$ cat config.mk
export PLATFORM = sky130hd
export DESIGN_NAME = stack_ptr_unit
export DESIGN_NICKNAME = d
export VERILOG_FILES = /design/src/rtl/sp_pkg.sv /design/src/rtl/sp_cmd_arb.sv /design/src/rtl/sp_seq.sv /design/src/rtl/sp_ptr_reg.sv /design/src/rtl/sp_pop_out.sv /design/src/rtl/stack_ptr_unit.sv
export SDC_FILE = /design/constraint.sdc
export NUM_CORES = 1
export LEC_CHECK = 0
export ABC_CLOCK_PERIOD_IN_PS = 7400
export BUFFER_PORTS_ARGS = -buffer_cell sky130_fd_sc_hd__buf_2
export CAP_MARGIN = 20
export CORE_UTILIZATION = 44
export CTS_CLUSTER_DIAMETER = 40
export CTS_CLUSTER_SIZE = 12
export DETAILED_ROUTE_END_ITERATION = 6
export PLACE_DENSITY_LB_ADDON = 0.12
export RECOVER_POWER = 25
export SYNTH_ARGS = -nofsm -noshare
export SYNTH_HDL_FRONTEND = slang
export SYNTH_SLANG_ARGS = --single-unit
$ cat constraint.sdc
create_clock -name clk -period 7.4 [get_ports clk]
set_clock_uncertainty 0.2 [all_clocks]
set_input_delay 0 -clock clk [delete_from_list [all_inputs] [get_ports clk]]
set_output_delay 0 -clock clk [all_outputs]
set_load 0.01 [all_outputs]
$ cat src/rtl/sp_pkg.sv
package sp_pkg;

   typedef enum logic [1:0] {
      ST_IDLE    = 2'd0,
      ST_PUSH_WR = 2'd1,
      ST_POP_RD  = 2'd2
   } sp_state_e;

   typedef enum logic [1:0] {
      CMD_NONE = 2'd0,
      CMD_LOAD = 2'd1,
      CMD_PUSH = 2'd2,
      CMD_POP  = 2'd3
   } sp_cmd_e;

endpackage

$ cat src/rtl/sp_cmd_arb.sv
module sp_cmd_arb
   import sp_pkg::*;
#(
   parameter bit POP_FIRST = 1'b0
)(
   input  logic    push_req,
   input  logic    pop_req,
   input  logic    load_en,
   input  logic    busy,
   output sp_cmd_e cmd
);

   sp_cmd_e stack_cmd;

   generate
      if (POP_FIRST) begin : g_pop_wins
         always_comb begin
            if (pop_req)       stack_cmd = CMD_POP;
            else if (push_req) stack_cmd = CMD_PUSH;
            else               stack_cmd = CMD_NONE;
         end
      end else begin : g_push_wins
         always_comb begin
            if (push_req)      stack_cmd = CMD_PUSH;
            else if (pop_req)  stack_cmd = CMD_POP;
            else               stack_cmd = CMD_NONE;
         end
      end
   endgenerate

   always_comb begin
      if (busy)         cmd = CMD_NONE;
      else if (load_en) cmd = CMD_LOAD;
      else              cmd = stack_cmd;
   end

endmodule

$ cat src/rtl/sp_seq.sv
module sp_seq
   import sp_pkg::*;
(
   input  logic    clk,
   input  logic    rst_n,
   input  sp_cmd_e cmd,
   output logic    busy,
   output logic    ptr_inc,
   output logic    ptr_dec,
   output logic    ptr_load,
   output logic    wdata_hold,
   output logic    wr_phase,
   output logic    rd_phase
);

   sp_state_e state_q, state_d;

   always_comb begin
      state_d = state_q;
      unique case (state_q)
         ST_IDLE: begin
            if (cmd == CMD_PUSH)     state_d = ST_PUSH_WR;
            else if (cmd == CMD_POP) state_d = ST_POP_RD;
         end
         ST_PUSH_WR: state_d = ST_IDLE;
         ST_POP_RD:  state_d = ST_IDLE;
         default:    state_d = ST_IDLE;
      endcase
   end

   always_ff @(posedge clk or negedge rst_n) begin
      if (!rst_n) state_q <= ST_IDLE;
      else        state_q <= state_d;
   end

   assign busy       = (state_q != ST_IDLE);
   assign ptr_inc    = (cmd == CMD_PUSH);
   assign ptr_load   = (cmd == CMD_LOAD);
   assign wdata_hold = (cmd == CMD_PUSH);
   assign wr_phase   = (state_q == ST_PUSH_WR);
   assign rd_phase   = (state_q == ST_POP_RD);
   assign ptr_dec    = rd_phase;

endmodule

$ cat src/rtl/sp_ptr_reg.sv
module sp_ptr_reg #(
   parameter int unsigned      PTR_W     = 8,
   parameter logic [PTR_W-1:0] RESET_PTR = 8'h07
)(
   input  logic             clk,
   input  logic             rst_n,
   input  logic             ptr_load,
   input  logic             ptr_inc,
   input  logic             ptr_dec,
   input  logic [PTR_W-1:0] load_val,
   output logic [PTR_W-1:0] ptr
);

   localparam logic [PTR_W-1:0] ONE = PTR_W'(1);

   logic [PTR_W-1:0] ptr_d;

   always_comb begin
      ptr_d = ptr;
      if (ptr_load)     ptr_d = load_val;
      else if (ptr_inc) ptr_d = ptr + ONE;
      else if (ptr_dec) ptr_d = ptr - ONE;
   end

   always_ff @(posedge clk or negedge rst_n) begin
      if (!rst_n) ptr <= RESET_PTR;
      else        ptr <= ptr_d;
   end

endmodule

$ cat src/rtl/sp_pop_out.sv
module sp_pop_out #(
   parameter int unsigned DATA_W = 8
)(
   input  logic              clk,
   input  logic              rst_n,
   input  logic              capture,
   input  logic [DATA_W-1:0] rdata,
   output logic [DATA_W-1:0] pop_data,
   output logic              pop_valid
);

   always_ff @(posedge clk or negedge rst_n) begin
      if (!rst_n) begin
         pop_data  <= '0;
         pop_valid <= 1'b0;
      end else begin
         pop_valid <= capture;
         if (capture) pop_data <= rdata;
      end
   end

endmodule

$ cat src/rtl/stack_ptr_unit.sv
module stack_ptr_unit
   import sp_pkg::*;
#(
   parameter int unsigned      PTR_W     = 8,
   parameter int unsigned      DATA_W    = 8,
   parameter logic [PTR_W-1:0] RESET_PTR = 8'h07,
   parameter bit               POP_FIRST = 1'b0
)(
   input  logic              clk,
   input  logic              rst_n,
   input  logic              push_req,
   input  logic [DATA_W-1:0] push_data,
   input  logic              pop_req,
   output logic [DATA_W-1:0] pop_data,
   output logic              pop_valid,
   input  logic              load_en,
   input  logic [PTR_W-1:0]  load_val,
   output logic [PTR_W-1:0]  sp_val,
   output logic              busy,
   output logic [PTR_W-1:0]  mem_addr,
   output logic              mem_we,
   output logic [DATA_W-1:0] mem_wdata,
   output logic              mem_re,
   input  logic [DATA_W-1:0] mem_rdata
);

   localparam int unsigned STACK_SLOTS = 1 << PTR_W;

   generate
      if (PTR_W < 2 || PTR_W > 16) begin : g_bad_ptr_w
         $error("stack_ptr_unit: PTR_W must lie in 2..16");
      end
      if (DATA_W < 1) begin : g_bad_data_w
         $error("stack_ptr_unit: DATA_W must be at least 1");
      end
      if (STACK_SLOTS < 4) begin : g_bad_slots
         $error("stack_ptr_unit: stack space too small");
      end
   endgenerate

   sp_cmd_e cmd;
   logic    ptr_inc, ptr_dec, ptr_load, wdata_hold, wr_phase, rd_phase;
   logic [DATA_W-1:0] wdata_q;

   sp_cmd_arb #(.POP_FIRST(POP_FIRST)) u_arb (
      .push_req (push_req),
      .pop_req  (pop_req),
      .load_en  (load_en),
      .busy     (busy),
      .cmd      (cmd)
   );

   sp_seq u_seq (
      .clk        (clk),
      .rst_n      (rst_n),
      .cmd        (cmd),
      .busy       (busy),
      .ptr_inc    (ptr_inc),
      .ptr_dec    (ptr_dec),
      .ptr_load   (ptr_load),
      .wdata_hold (wdata_hold),
      .wr_phase   (wr_phase),
      .rd_phase   (rd_phase)
   );

   sp_ptr_reg #(.PTR_W(PTR_W), .RESET_PTR(RESET_PTR)) u_ptr (
      .clk      (clk),
      .rst_n    (rst_n),
      .ptr_load (ptr_load),
      .ptr_inc  (ptr_inc),
      .ptr_dec  (ptr_dec),
      .load_val (load_val),
      .ptr      (sp_val)
   );

   sp_pop_out #(.DATA_W(DATA_W)) u_pop (
      .clk       (clk),
      .rst_n     (rst_n),
      .capture   (rd_phase),
      .rdata     (mem_rdata),
      .pop_data  (pop_data),
      .pop_valid (pop_valid)
   );

   always_ff @(posedge clk or negedge rst_n) begin
      if (!rst_n)          wdata_q <= '0;
      else if (wdata_hold) wdata_q <= push_data;
   end

   assign mem_addr  = sp_val;
   assign mem_we    = wr_phase;
   assign mem_re    = rd_phase;
   assign mem_wdata = wdata_q;

endmodule

Word level (Yosys, flattened, before mapping)
Cells that the tools add are included.

storage, ports and cells
  flip-flop bits (word level) = 27
  output and inout port bits = 36

operators by class
  add/sub/neg operators = 2
  eq/ne operators = 6
  multiplexer cells = 10
  reduce and logical (&&, ||, !) cells = 3

operators by type and width
  kind                 count
  $mux 8               3
  $mux 2               7
  $add 8x1->8 const B  1
  $sub 8x1->8 const B  1
  $eq 2x2->1 const B   3
  $eq 2x1->1 const B   2
  $ne 3x2->1 const B   1
  $reduce_bool 3->1    1
  $logic_not 2->1      1
  $reduce_bool 2->1    1

Longest topological paths before layout
Gate-level depths: netlist of run 1.

  depth after elaboration = 8
  gate-level depth with buffers = 13
  gate-level depth less buffers = 12

Modules after synthesis
From an unflattened synthesis of run 1, not the netlist that was laid out.

second synthesis, totals
  cell total of the unflattened synthesis = 135
  area total of the unflattened synthesis = 1586.5 sq um

modules (own cells, without submodules)
  module          instances  cells an instance  area each (sq um)  sequential area each (sq um)
  sp_ptr_reg      1          76                 681.9              203.9
  stack_ptr_unit  1          25                 391.6              200.2
  sp_pop_out      1          18                 356.6              225.2
  sp_seq          1          11                 128.9              50.0
  sp_cmd_arb      1          5                  27.5               0.0

Worst setup path after synthesis of run 1
No wires, ideal clock.

  kind = register to register
  start point = reg u_seq.state_q[1]
  end point = reg u_ptr.ptr[6]
  data arrival time = 2.755 ns
  required time = 7.080 ns
  path slack = 4.325 ns
  cell stages (with the launch flop) = 14
  buffers on the path = 1
  clock period less this slack = 3.075 ns
  path through = dfrtp_1 -> nor2_1 -> inv_2 -> or3_1 -> inv_2 -> ha_1 -> buf_2 -> inv_2 -> fa_1 -> a211oi_1 -> o21bai_1 -> a21oi_1 -> mux2i_1 -> nor2_1

between the ends
  cells in the longest elaborated chain, start to end = 5
  elaborated cells between the ends (all ways) = 8
  classes of those cells = eq/ne: 3; mux: 3; reduce/logical: 2

ends and longest elaborated chain
  what                    RTL line              RTL
  start, declared         sp_seq.sv:16          sp_state_e state_q, state_d;
  start signal, assigned  sp_seq.sv:33          else state_q <= state_d;
  $reduce_bool 2->1 *     sp_seq.sv:36          assign busy = (state_q != ST_IDLE);
  net busy                stack_ptr_unit.sv:19  output logic busy,
  $mux 2 *                sp_cmd_arb.sv:32      if (busy) cmd = CMD_NONE;
  $eq 2x2->1              sp_seq.sv:37          assign ptr_inc = (cmd == CMD_PUSH);
  $mux 8                  sp_ptr_reg.sv:21      else if (ptr_inc) ptr_d = ptr + ONE;
  $mux 8                  sp_ptr_reg.sv:20      if (ptr_load) ptr_d = load_val;
  end signal, assigned    sp_ptr_reg.sv:27      else ptr <= ptr_d;
  end, declared           sp_ptr_reg.sv:11      output logic [PTR_W-1:0] ptr

Mark *: on every way through the listed nets, which the timed path passes. The rest lies on a longest branch.
A chain may end at the register's enable or synchronous reset.

Worst setup path in the final report of run 1
  start point = reg u_seq.state_q[1]
  end point = reg u_ptr.ptr[6]

between the ends
  cells in the longest elaborated chain, start to end = 5
  elaborated cells between the ends (all ways) = 8
  classes of those cells = eq/ne: 3; mux: 3; reduce/logical: 2

ends and longest elaborated chain
  what               RTL line
  $reduce_bool 2->1  sp_seq.sv:36
  $mux 2             sp_cmd_arb.sv:32
  $eq 2x2->1         sp_seq.sv:37
  $mux 8             sp_ptr_reg.sv:21
  $mux 8             sp_ptr_reg.sv:20

Several ways; a longest one is shown, not always the timed one.

==> results of run 1 <==
==> power by group through the flow <==
stage | Combinational (mW) | Sequential, mW | Clock, mW
floorplan | 0.283 | 0.301 | 0
global placement | 0.407 | 0.268 | 0
detailed placement | 0.417 | 0.274 | 0
CTS | 0.430 | 0.270 | 0.0666
global route | 0.479 | 0.282 | 0.0723
finish | 0.424 | 0.268 | 0.0632
==> metal layers <==
layer,routed length [um],vias up,part of all wire [%]
met4,46,0,1.5
met2,1592,44,51
met1,1361,586,43
met5,0,-,0
met3,148,5,4.7
li1,-,630,-
==> repair_timing <==
action,CTS,global route
hold endpoints to repair,51,0
resized for setup,0,0
hold buffers,25,0
==> path summary, 6_finish.rpt <==
| path | endpoint | startpoint | slack, ns |
|---|---|---|---|
| worst max register to register | u_ptr.ptr[6]$_DFFE_PN0P_ | u_seq.state_q[1]$_DFFE_PN0P_ | 3.94 |
| worst min-delay path | u_seq.state_q[1]$_DFFE_PN0P_ | load_en | 0.05 |
| worst min register to register | mem_wdata[4]$_DFFE_PN0P_ | mem_wdata[4]$_DFFE_PN0P_ | 0.30 |
| min in group asynchronous | mem_wdata[2]$_DFFE_PN0P_ | rst_n | 0.30 |
| max in group asynchronous | u_pop.pop_data[4]$_DFFE_PN0P_ | rst_n | 5.89 |
| worst max-delay path | u_ptr.ptr[6]$_DFFE_PN0P_ | u_seq.state_q[1]$_DFFE_PN0P_ | 3.94 |
==> kinds of logic after synthesis <==
kind of cell	count (synthesis)	share of synthesized area, %
muxes	21	15.08
AOI/OAI and AO/OA	28	12.14
DFF	27	44.25
and+or+nand+nor	28	9.617
xor gates and xnor gates	3	1.712
buffers and inverters	18	7.742
adders and majority gates	11	9.454
==> Yosys cell counts (2+ instances only) <==
cell type	count
dfstp_2	3
a211oi_1	2
nand3b_1	2
ha_1	10
xnor2_1	2
buf_6	2
buf_2	2
nor2b_1	3
mux2_1	17
a21o_1	3
inv_2	3
a21oi_1	9
mux2i_1	4
o21ai_0	5
buf_4	9
dfrtp_1	24
nor2_1	13
nand2_1	3
==> sequential cells by signal, indices dropped and copies added, names as in the netlist <==
name / cells
mem_wdata: 8
u_pop.pop_data: 8
u_ptr.ptr: 8
u_seq.state_q: 2
u_pop.pop_valid: 1
==> cells in the final DEF (no fill, tap or decap), drive strengths merged, types with 3 or more instances in the layout <==
master	netlist	final
clkbuf	0	4
o21ai	7	7
nor2	13	13
nor2b	3	3
inv	4	4
dfrtp	24	24
dfstp	3	3
mux2i	4	4
a21o	3	3
ha	10	10
a21oi	9	9
nand2	3	3
dlygate4sd3	0	25
a211oi	3	3
buf	13	63
mux2	17	17
==> cell type report <==
cell class	instances	share of cell area, %
Clock buffer	3	1.078
Timing Repair Buffer	89	27.25
Multi-Input combinational cell	91	35.27
Sequential cell	27	32.52
Tap cell	46	2.754
Clock inverter	1	0.2395
Inverter	5	0.8982
==> metrics by stage <==
stage | cells | cell area, sq um | hold WS [ns] | util, %
after floorplan | 136 | 1535 | -0.4956 | -
after global placement | 233 | 1813 | -0.1725 | 54.33
after detailed placement | 233 | 1813 | -0.1625 | 54.33
after CTS | 262 | 2091 | 0.002752 | 62.65
after global routing | 262 | 2090 | 0.1029 | 62.62
final | 262 | 2090 | 0.05405 | 62.62
==> worst register-to-register path: stages (launching register included) <==
cell	delay (ns)
dfrtp_1	0.42
nor2_1	0.19
inv_2	0.06
or3_1	0.38
inv_2	0.07
ha_1	0.50
inv_2	0.22
fa_1	0.47
a211oi_1	0.29
o21bai_1	0.11
a21oi_1	0.18
mux2i_1	0.21
nor2_1	0.06
==> results.tsv, run 1 <==
metric	value	unit
DIE HEIGHT	61.07	um
final setup vio count	0	
busiest grt layer	met2	
CTS Sinks	27	
largest net degree at the start of global routing	28	
part of the cycle the worst path needs	46.79	%
Worst-path clk slew	0.14	ns
Design Power	755.4	uW
nets	257	
Avg Cell Area, Syn	11.29	sq um
antenna viol nets, final	0	
fin. max-slew vios	0	
status	finished clean	
Worst path slowest cell	ha_1	
Clock Path Buffers	2	
DRC Markers	0	
sequential fraction of the synthesis area	44.25	%
share of post-route cells with drive strength above 1	36.11	%
Worst Hold Class	input pin to flip-flop	
Synth Warn #	0	
Gate power share	56.1	%
Buf/Inv on CP	3	
register area	679.4	sq um
pwr/cell area	361.5	mW/mm^2
Die X	61.07	um
Max Cap Viol	0	
global routing met2 resource utilization	33.70	%
drt initial violations	68	
number of synthesized register bits	27	
critical path cell sequence	nor2_1 > inv_2 > or3_1 > inv_2 > ha_1 > inv_2 > fa_1 > a211oi_1 > o21bai_1 > a21oi_1 > mux2i_1 > nor2_1	
insertion delay to the later sink of the worst-skew pair	0.33	ns
routed via count	1265	
Root Buffer	clkbuf_4	
Die ar.	0.003730	sq mm
highest fanout seen on the critical path	13	
FP Rows	21	
fraction of registers with async set/reset	100.0	%
EDFF count, synth	0	
fill cell count	288	
slew at the pin closest to its max-slew limit	1.392	ns
Crit. path cell count	12	
Setup CP Type	flip-flop to flip-flop	
Post-Synthesis Cells	136	
setup TNS	0	ns
dpl hpwl	2.224	mm
Layout area overhead	36.10	%
Post-CTS Setup Bufs	0	
max_slew headroom	7.189	%
grt met1 use	21.82	%
Clock power frac	8.4	%
Synthesized Nets	176	
Synth area leaders	dfrtp_1 39%, mux2_1 12%, ha_1 8.1%	
Core ar.	0.003337	sq mm
Sw Ratio	41.46	%
leak pwr	1.014	nW
Startpoint Class	flip-flop	
Worst R2R Path Depth	12	
crit path DAT	3.49	ns
initial antenna violation count	0	
met3 Use GR	3.151	%
Internal Power	442.2	uW
Primary FF master, synth	dfrtp_1	
DRT Wirelength	3.148	mm
DR WL/cell	12.02	um
RSZ-0062 raised after global routing	false	
first-pass GRT wire length	5.023	mm
Vias/cell	4.828	
global route overflow	0	
min Tclk post-route	3.463	ns
Overall Global Routing Usage	18.57	%
Initial Utilization	46.01	%
Top Ports	65	
worst vdd ir	0.0001633	V
hold path cells	5	
Hold Fails Final Rpt	0	
antenna cells	0	
fmax	288.8	MHz
synthesized cell area	0.001535	sq mm
multi-input logic area	737.0	sq um
Initial DRT Pass Iterations	4	
pre-CTS setup slack	3.945	ns
post-synthesis cell type count	38	
endpoint class of the critical path	flip-flop	
setup ws final	3.937	ns
share of the synthesized area in the top cell type	39.12	%
H-tree lvl count	1	
vias in the first global route	1161	
routability cong.	0.8877	
CTS tree	yes	
area leader, netlist	dfrtp_1	
CP peak stage delay	0.50	ns
Critical Path RT	7.43	ns
Top delay family on crit path	adder cells	
sequential power share	35.5	%
number of buffers created by CTS	3	
P_sw	313.2	uW
Worst path most repeated cell	inv_2	
port bufs	64	
Power figures use the tool's default switching activity.
==> run 2, diff against run 1 <==
--- a/config.mk
+++ b/config.mk
@@ -5,7 +5,7 @@
 export SDC_FILE = /design/constraint.sdc
 export NUM_CORES = 1
 export LEC_CHECK = 0
-export ABC_CLOCK_PERIOD_IN_PS = 7400
+export ABC_CLOCK_PERIOD_IN_PS = 3200
 export BUFFER_PORTS_ARGS = -buffer_cell sky130_fd_sc_hd__buf_2
 export CAP_MARGIN = 20
 export CORE_UTILIZATION = 44
==> constraint.sdc (replaced) <==
create_clock -name clk -period 3.2 [get_ports clk]
set_clock_uncertainty 0.2 [all_clocks]
set_input_delay 0 -clock clk [delete_from_list [all_inputs] [get_ports clk]]
set_output_delay 0 -clock clk [all_outputs]
set_load 0.01 [all_outputs]
==> run 2 against run 1 <==
Non-clock buffer count grew 3. Die area is the same. Global-route usage grew 0.32 points. Highest routed layer unchanged. Largest cell class unchanged.
==> results.tsv, run 2 (synthesis results as in run 1) <==
metric	value	unit	change
most frequent cells in the layout	63 x buf_2, 25 x dlygate4sd3_1, 24 x dfrtp_1, 17 x mux2_1, 13 x nor2_1		
Vias/cell	4.879		+1.1%
Top Ports	65		unchanged
post-route insts no fill	265		+1.1%
pre-CTS setup slack	0.1875	ns	-3.757 ns
Die X	61.07	um	unchanged
pwr/cell area	840.4	mW/mm^2	+130%
max_slew headroom	5.437	%	-1.8 points
Post-Place Cells	236		+1.3%
DR WL/cell	12.08	um	+0.56%
Root Buffer	clkbuf_4		
FP Rows	21		unchanged
insertion delay to the later sink of the worst-skew pair	0.33	ns	about the same
dpl hpwl	2.293	mm	+3.1%
Worst Hold Class	input pin to flip-flop		
launching point of the worst reg2reg path	u_seq.state_q[1]$_DFFE_PN0P_		
DRC Markers	0		unchanged
CTS tree	yes		
Clock power frac	8.9	%	+0.5 points
min Tclk post-route	3.025	ns	-0.4380 ns
setup ws final	0.1752	ns	-3.762 ns
final setup vio count	0		unchanged
r2r endpoint	u_ptr.ptr[7]$_DFFE_PN0P_		
Startpoint Class	flip-flop		
Hold Fails Final Rpt	0		unchanged
highest fanout seen on the critical path	10		-3
Sw Ratio	41.71	%	+0.25 points
Critical Path RT	3.22	ns	-4.21 ns
endpoint class of the critical path	flip-flop		
DRT Wirelength	3.202	mm	+1.7%
share of post-route cells with drive strength above 1	37.44	%	+1.3 points
Core ar.	0.003337	sq mm	unchanged
Clock Path Buffers	2		unchanged
global route overflow	0		unchanged
H-tree lvl count	1		unchanged
antenna cells	0		unchanged
status	finished clean		
hold path cells	5		unchanged
sequential power share	35.0	%	-0.5 points
Initial DRT Pass Iterations	4		unchanged
number of buffers created by CTS	3		unchanged
Layout area overhead	38.14	%	
worst reg2reg setup slack	0.18	ns	-3.76 ns
part of the cycle the worst path needs	94.52	%	+48 points
port bufs	64		unchanged
CTS Sinks	27		unchanged
Die ar.	0.003730	sq mm	unchanged
RSZ-0062 raised after global routing	false		
routed via count	1293		+2.2%
worst vdd ir	0.0003793	V	+130%
vias in the first global route	1199		+3.3%
slew at the pin closest to its max-slew limit	1.418	ns	+0.02627 ns
routability cong.	0.9043		+1.9%
drt initial violations	25		-63%
Gate power share	56.0	%	about the same
nets	260		+1.2%
Core Util, Final	63.55	%	+0.94 points
Design Power	1.782	mW	+140%
fin. max-slew vios	0		unchanged
P_sw	743.4	uW	+140%
fmax	330.6	MHz	+14%
Max Cap Viol	0		unchanged
Worst R2R Path Depth	12		unchanged
setup TNS	0	ns	unchanged
initial antenna violation count	0		unchanged
Initial Utilization	46.01	%	unchanged
largest net degree at the start of global routing	28		unchanged
Setup CP Type	flip-flop to flip-flop		
Worst-path clk slew	0.16	ns	+0.02 ns
antenna viol nets, final	0		unchanged
Overall Global Routing Usage	18.89	%	+0.32 points
Internal Power	1.039	mW	+130%
most common cell after layout, fill and taps aside	buf_2		
first-pass GRT wire length	5.064	mm	+0.82%
Worst Min Path Start	load_en		
leak pwr	1.031	nW	+1.7%
crit path DAT	3.05	ns	-0.44 ns
DIE HEIGHT	61.07	um	unchanged
hold-critical path endpoint	u_seq.state_q[1]$_DFFE_PN0P_		
[run 2: cell count changes in the layout (fill, tap and decap cells not counted), sizes merged]
cell / delta
clkinv: -1
buf: +3
inv: +1
[run 2: final cells by class]
cell class	count	area, sq um
fillers	292	1216
multi-input cells	91	742.0
flip-flops and latches	27	679.4
repair buffers	92	591.8
well taps	46	57.56
clock buffers	3	22.52
inverters	5	18.77
clock inverters	1	8.758
[run 2: metal layers]
metal	routed length, um	GRT usage, %	vias to the layer above
li1	-	-	640
met1	1356	22.25	602
met2	1661	35.25	47
met3	145	2.101	4
met4	38	6.818	0
met5	0	0	-
[run 2: power by group through the flow]
| stage | clock (mW) | combinational, mW | sequential (mW) |
|---|---|---|---|
| floorplan | 0 | 0.654 | 0.695 |
| global placement | 0 | 0.955 | 0.620 |
| detailed placement | 0 | 0.972 | 0.634 |
| CTS | 0.164 | 1.00 | 0.627 |
| global route | 0.176 | 1.12 | 0.654 |
| finish | 0.159 | 0.999 | 0.624 |
[run 2: worst max-delay path: stages (launching register included)]
cell	delay, ns
dfrtp_1	0.42
nor2_1	0.19
inv_2	0.07
or3_1	0.39
inv_2	0.08
ha_1	0.19
inv_2	0.12
ha_1	0.40
o211ai_2	0.10
o21ai_2	0.22
and4_4	0.25
o2111ai_1	0.12
nor3b_2	0.17
[run 2: repair_timing]
item / 4_1_cts / 5_1_grt
endpoints found under the setup margin: 0 / 1
hold buffers: 25 / 0
setup buffers: 0 / 0
resized for setup: 0 / 1
endpoints found under the hold margin: 51 / 0
[run 2: worst max path at each step]
stage,start,cells past startpoint,to,slack [ns]
global placement,u_seq.state_q[1]$_DFFE_PN0P_,12,u_ptr.ptr[6]$_DFFE_PN0P_,0.32
detailed placement,u_seq.state_q[1]$_DFFE_PN0P_,12,u_ptr.ptr[6]$_DFFE_PN0P_,0.19
floorplan,u_seq.state_q[1]$_DFFE_PN0P_,13,u_ptr.ptr[6]$_DFFE_PN0P_,0.13
global route,u_seq.state_q[1]$_DFFE_PN0P_,12,u_ptr.ptr[7]$_DFFE_PN0P_,0.005
finish,u_seq.state_q[1]$_DFFE_PN0P_,12,u_ptr.ptr[7]$_DFFE_PN0P_,0.18
CTS,u_seq.state_q[1]$_DFFE_PN0P_,12,u_ptr.ptr[6]$_DFFE_PN0P_,0.16
[run 2: metrics by stage]
stage	hold slack, ns	cell area, sq um
after CTS	0.005456	2117
after global routing	0.1027	2121
after global placement	-0.1666	1836
final	0.05369	2121
after detailed placement	-0.1613	1836
after floorplan	-0.4956	1535
==> run 3, diff against run 2 <==
--- a/config.mk
+++ b/config.mk
@@ -8,6 +8,7 @@
 export ABC_CLOCK_PERIOD_IN_PS = 3200
 export BUFFER_PORTS_ARGS = -buffer_cell sky130_fd_sc_hd__buf_2
 export CAP_MARGIN = 20
+export CORE_ASPECT_RATIO = 0.9
 export CORE_UTILIZATION = 44
 export CTS_CLUSTER_DIAMETER = 40
 export CTS_CLUSTER_SIZE = 12
==> run 3 against run 2 <==
Sequential power about the same. Via count fell by 2.2%. Critical path depth stayed put. Sequential share of layout area fell by 0.13 points. Design area up 0.41%. Sequential cell count unchanged. Fmax up 2.3%. First-iteration DRC count down 4.0%. Die area about the same. Routed wire length rose by 2.1%. Register-to-register slack improved by 0.07 ns. Non-clock buffer count did not move. Largest cell class unchanged. Largest power group unchanged.
==> results.tsv, run 3 (synthesis results as in run 1) <==
metric	value	unit	change
Post-CTS Setup Bufs	0		unchanged
first-pass GRT wire length	5.457	mm	+7.8%
DRC Markers	0		unchanged
Initial Utilization	48.19	%	+2.2 points
fin. max-slew vios	0		unchanged
nets	260		unchanged
initial antenna violation count	0		unchanged
slew at the pin closest to its max-slew limit	1.406	ns	-0.01202 ns
drt initial violations	24		-4.0%
Max Cap Viol	0		unchanged
Gate power share	55.2	%	-0.8 points
endpoint class of the critical path	flip-flop		
port bufs	64		unchanged
vias in the first global route	1202		+0.25%
share of post-route cells with drive strength above 1	36.99	%	-0.46 points
Clock Path Buffers	2		unchanged
worst vdd ir	0.0004295	V	+13%
most common cell after layout, fill and taps aside	buf_2		
Design Power	1.814	mW	+1.8%
Initial DRT Pass Iterations	4		unchanged
Core ar.	0.003186	sq mm	-4.5%
Top Ports	65		unchanged
Worst Min Path Start	load_en		
Worst path most repeated cell	inv_2		
most frequent cells in the layout	63 x buf_2, 25 x dlygate4sd3_1, 24 x dfrtp_1, 17 x mux2_1, 13 x nor2_1		
Worst path slowest cell	dfrtp_1		
DRT Wirelength	3.268	mm	+2.1%
fmax	338.2	MHz	+2.3%
dpl hpwl	2.344	mm	+2.2%
Die ar.	0.003730	sq mm	about the same
Layout area overhead	38.71	%	
Internal Power	1.079	mW	+3.8%
hold_ws	0.1817	ns	+0.1280 ns
final setup vio count	0		unchanged
Sw Ratio	40.54	%	-1.2 points
status	finished clean		
crit path DAT	2.91	ns	-0.14 ns
register area	679.4	sq um	unchanged
leak pwr	1.035	nW	+0.43%
insertion delay to the later sink of the worst-skew pair	0.26	ns	-0.07 ns
part of the cycle the worst path needs	92.40	%	-2.1 points
Hold Fails Final Rpt	0		unchanged
multi-input logic area	742.0	sq um	unchanged
Worst Hold Class	input pin to flip-flop		
largest net degree at the start of global routing	28		unchanged
routability cong.	0.8531		-5.7%
highest fanout seen on the critical path	10		unchanged
Clock power frac	10.3	%	+1.4 points
r2r endpoint	u_ptr.ptr[7]$_DFFE_PN0P_		
RSZ-0062 raised after global routing	false		
antenna cells	0		unchanged
CTS tree	yes		
routed via count	1264		-2.2%
launching point of the worst reg2reg path	u_seq.state_q[1]$_DFFE_PN0P_		
fill cell count	265		-9.2%
CTS Sinks	27		unchanged
Die X	64.27	um	+5.2%
global route overflow	0		unchanged
sequential power share	34.5	%	-0.5 points
Critical Path RT	3.15	ns	-0.07 ns
Design Area, Final	0.002130	sq mm	+0.41%
number of buffers created by CTS	3		unchanged
Worst R2R Path Depth	12		unchanged
Vias/cell	4.843		-0.74%
CP peak stage delay	0.39	ns	-0.03 ns
Overall Global Routing Usage	19.08	%	+0.19 points
DR WL/cell	12.52	um	+3.6%
DIE HEIGHT	58.04	um	-5.0%
hold path cells	5		unchanged
pwr/cell area	851.9	mW/mm^2	+1.4%
hold-critical path endpoint	u_seq.state_q[1]$_DFFE_PN0P_		
Worst-path clk slew	0.09	ns	-0.07 ns
min Tclk post-route	2.957	ns	-0.06810 ns
Startpoint Class	flip-flop		
H-tree lvl count	1		unchanged
setup TNS	0	ns	unchanged
Root Buffer	clkbuf_8		
Setup CP Type	flip-flop to flip-flop		
worst reg2reg setup slack	0.24	ns	+0.07 ns
critical path cell sequence	nor2_1 > inv_2 > or3_1 > inv_2 > ha_1 > inv_2 > ha_1 > o211ai_2 > o21ai_2 > o31ai_1 > o2111ai_1 > nor3b_2		
FP Rows	19		-9.5%
dpl cell area	0.001831	sq mm	-0.27%
max_slew headroom	6.239	%	+0.80 points
P_sw	735.5	uW	-1.1%
antenna viol nets, final	0		unchanged
[run 3: changes by cell type in the layout (fill, tap and decap cells not counted), sizes merged]
cell,previous run,this run
inv,5,4
clkbuf,4,5
[run 3: layout make-up]
class / count / share of cell area (%)
multi-input combinational: 91 / 34.84
timing repair buffer: 92 / 27.79
clock buffer: 4 / 2.115
tap: 42 / 2.468
sequential: 27 / 31.90
inverter: 5 / 0.8813
[run 3: worst max path at each step]
stage | from | to | slack (ns) | depth (start not counted)
final | u_seq.state_q[1]$_DFFE_PN0P_ | u_ptr.ptr[7]$_DFFE_PN0P_ | 0.24 | 12
after global routing | u_seq.state_q[1]$_DFFE_PN0P_ | u_ptr.ptr[7]$_DFFE_PN0P_ | 0.05 | 12
after CTS | u_seq.state_q[1]$_DFFE_PN0P_ | u_ptr.ptr[6]$_DFFE_PN0P_ | 0.20 | 12
after detailed placement | u_seq.state_q[1]$_DFFE_PN0P_ | u_ptr.ptr[6]$_DFFE_PN0P_ | 0.22 | 12
after global placement | u_seq.state_q[1]$_DFFE_PN0P_ | u_ptr.ptr[6]$_DFFE_PN0P_ | 0.33 | 12
after floorplan | u_seq.state_q[1]$_DFFE_PN0P_ | u_ptr.ptr[6]$_DFFE_PN0P_ | 0.13 | 13
[run 3: metrics by stage]
step / setup slack (ns) / utilization [%] / std cells
after floorplan: 0.1254 / - / 136
after global placement: 0.3257 / 57.46 / 232
after detailed placement: 0.2197 / 57.46 / 232
after CTS: 0.1995 / 66.73 / 261
after global routing: 0.04643 / 66.85 / 261
final: 0.2433 / 66.85 / 261
[run 3: power by group through the flow]
stage               registers, mW  clock network (mW)  logic, mW
global placement            0.620                   0      0.957
finish                      0.625               0.187       1.00
global route                0.653               0.208       1.11
detailed placement          0.633                   0      0.981
floorplan                   0.695                   0      0.654
CTS                         0.626               0.198       1.01
[run 3: critical path, delay by kind of cell (launching register included)]
| family | cells | cell delay, ns |
|---|---|---|
| adders and majority gates | 2 | 0.55 |
| DFF | 1 | 0.39 |
| and+or+nand+nor | 3 | 0.75 |
| buffers and inverters | 3 | 0.25 |
| AOI/OAI and AO/OA | 4 | 0.70 |
[run 3: routing by layer]
layer / vias to the layer above / routed length [um] / GRT usage [%]
met2: 40 / 1582 / 33.38
met3: 4 / 148 / 3.543
li1: 635 / - / -
met4: 0 / 30 / 4.762
met5: - / 0 / 0
met1: 585 / 1506 / 24.46
[run 3: timing repair]
action                     in CTS  in global routing
gates resized for setup         0                  1
setup endpoints to repair       0                  1
hold buffers                   25                  0
hold endpoints to repair       51                  0
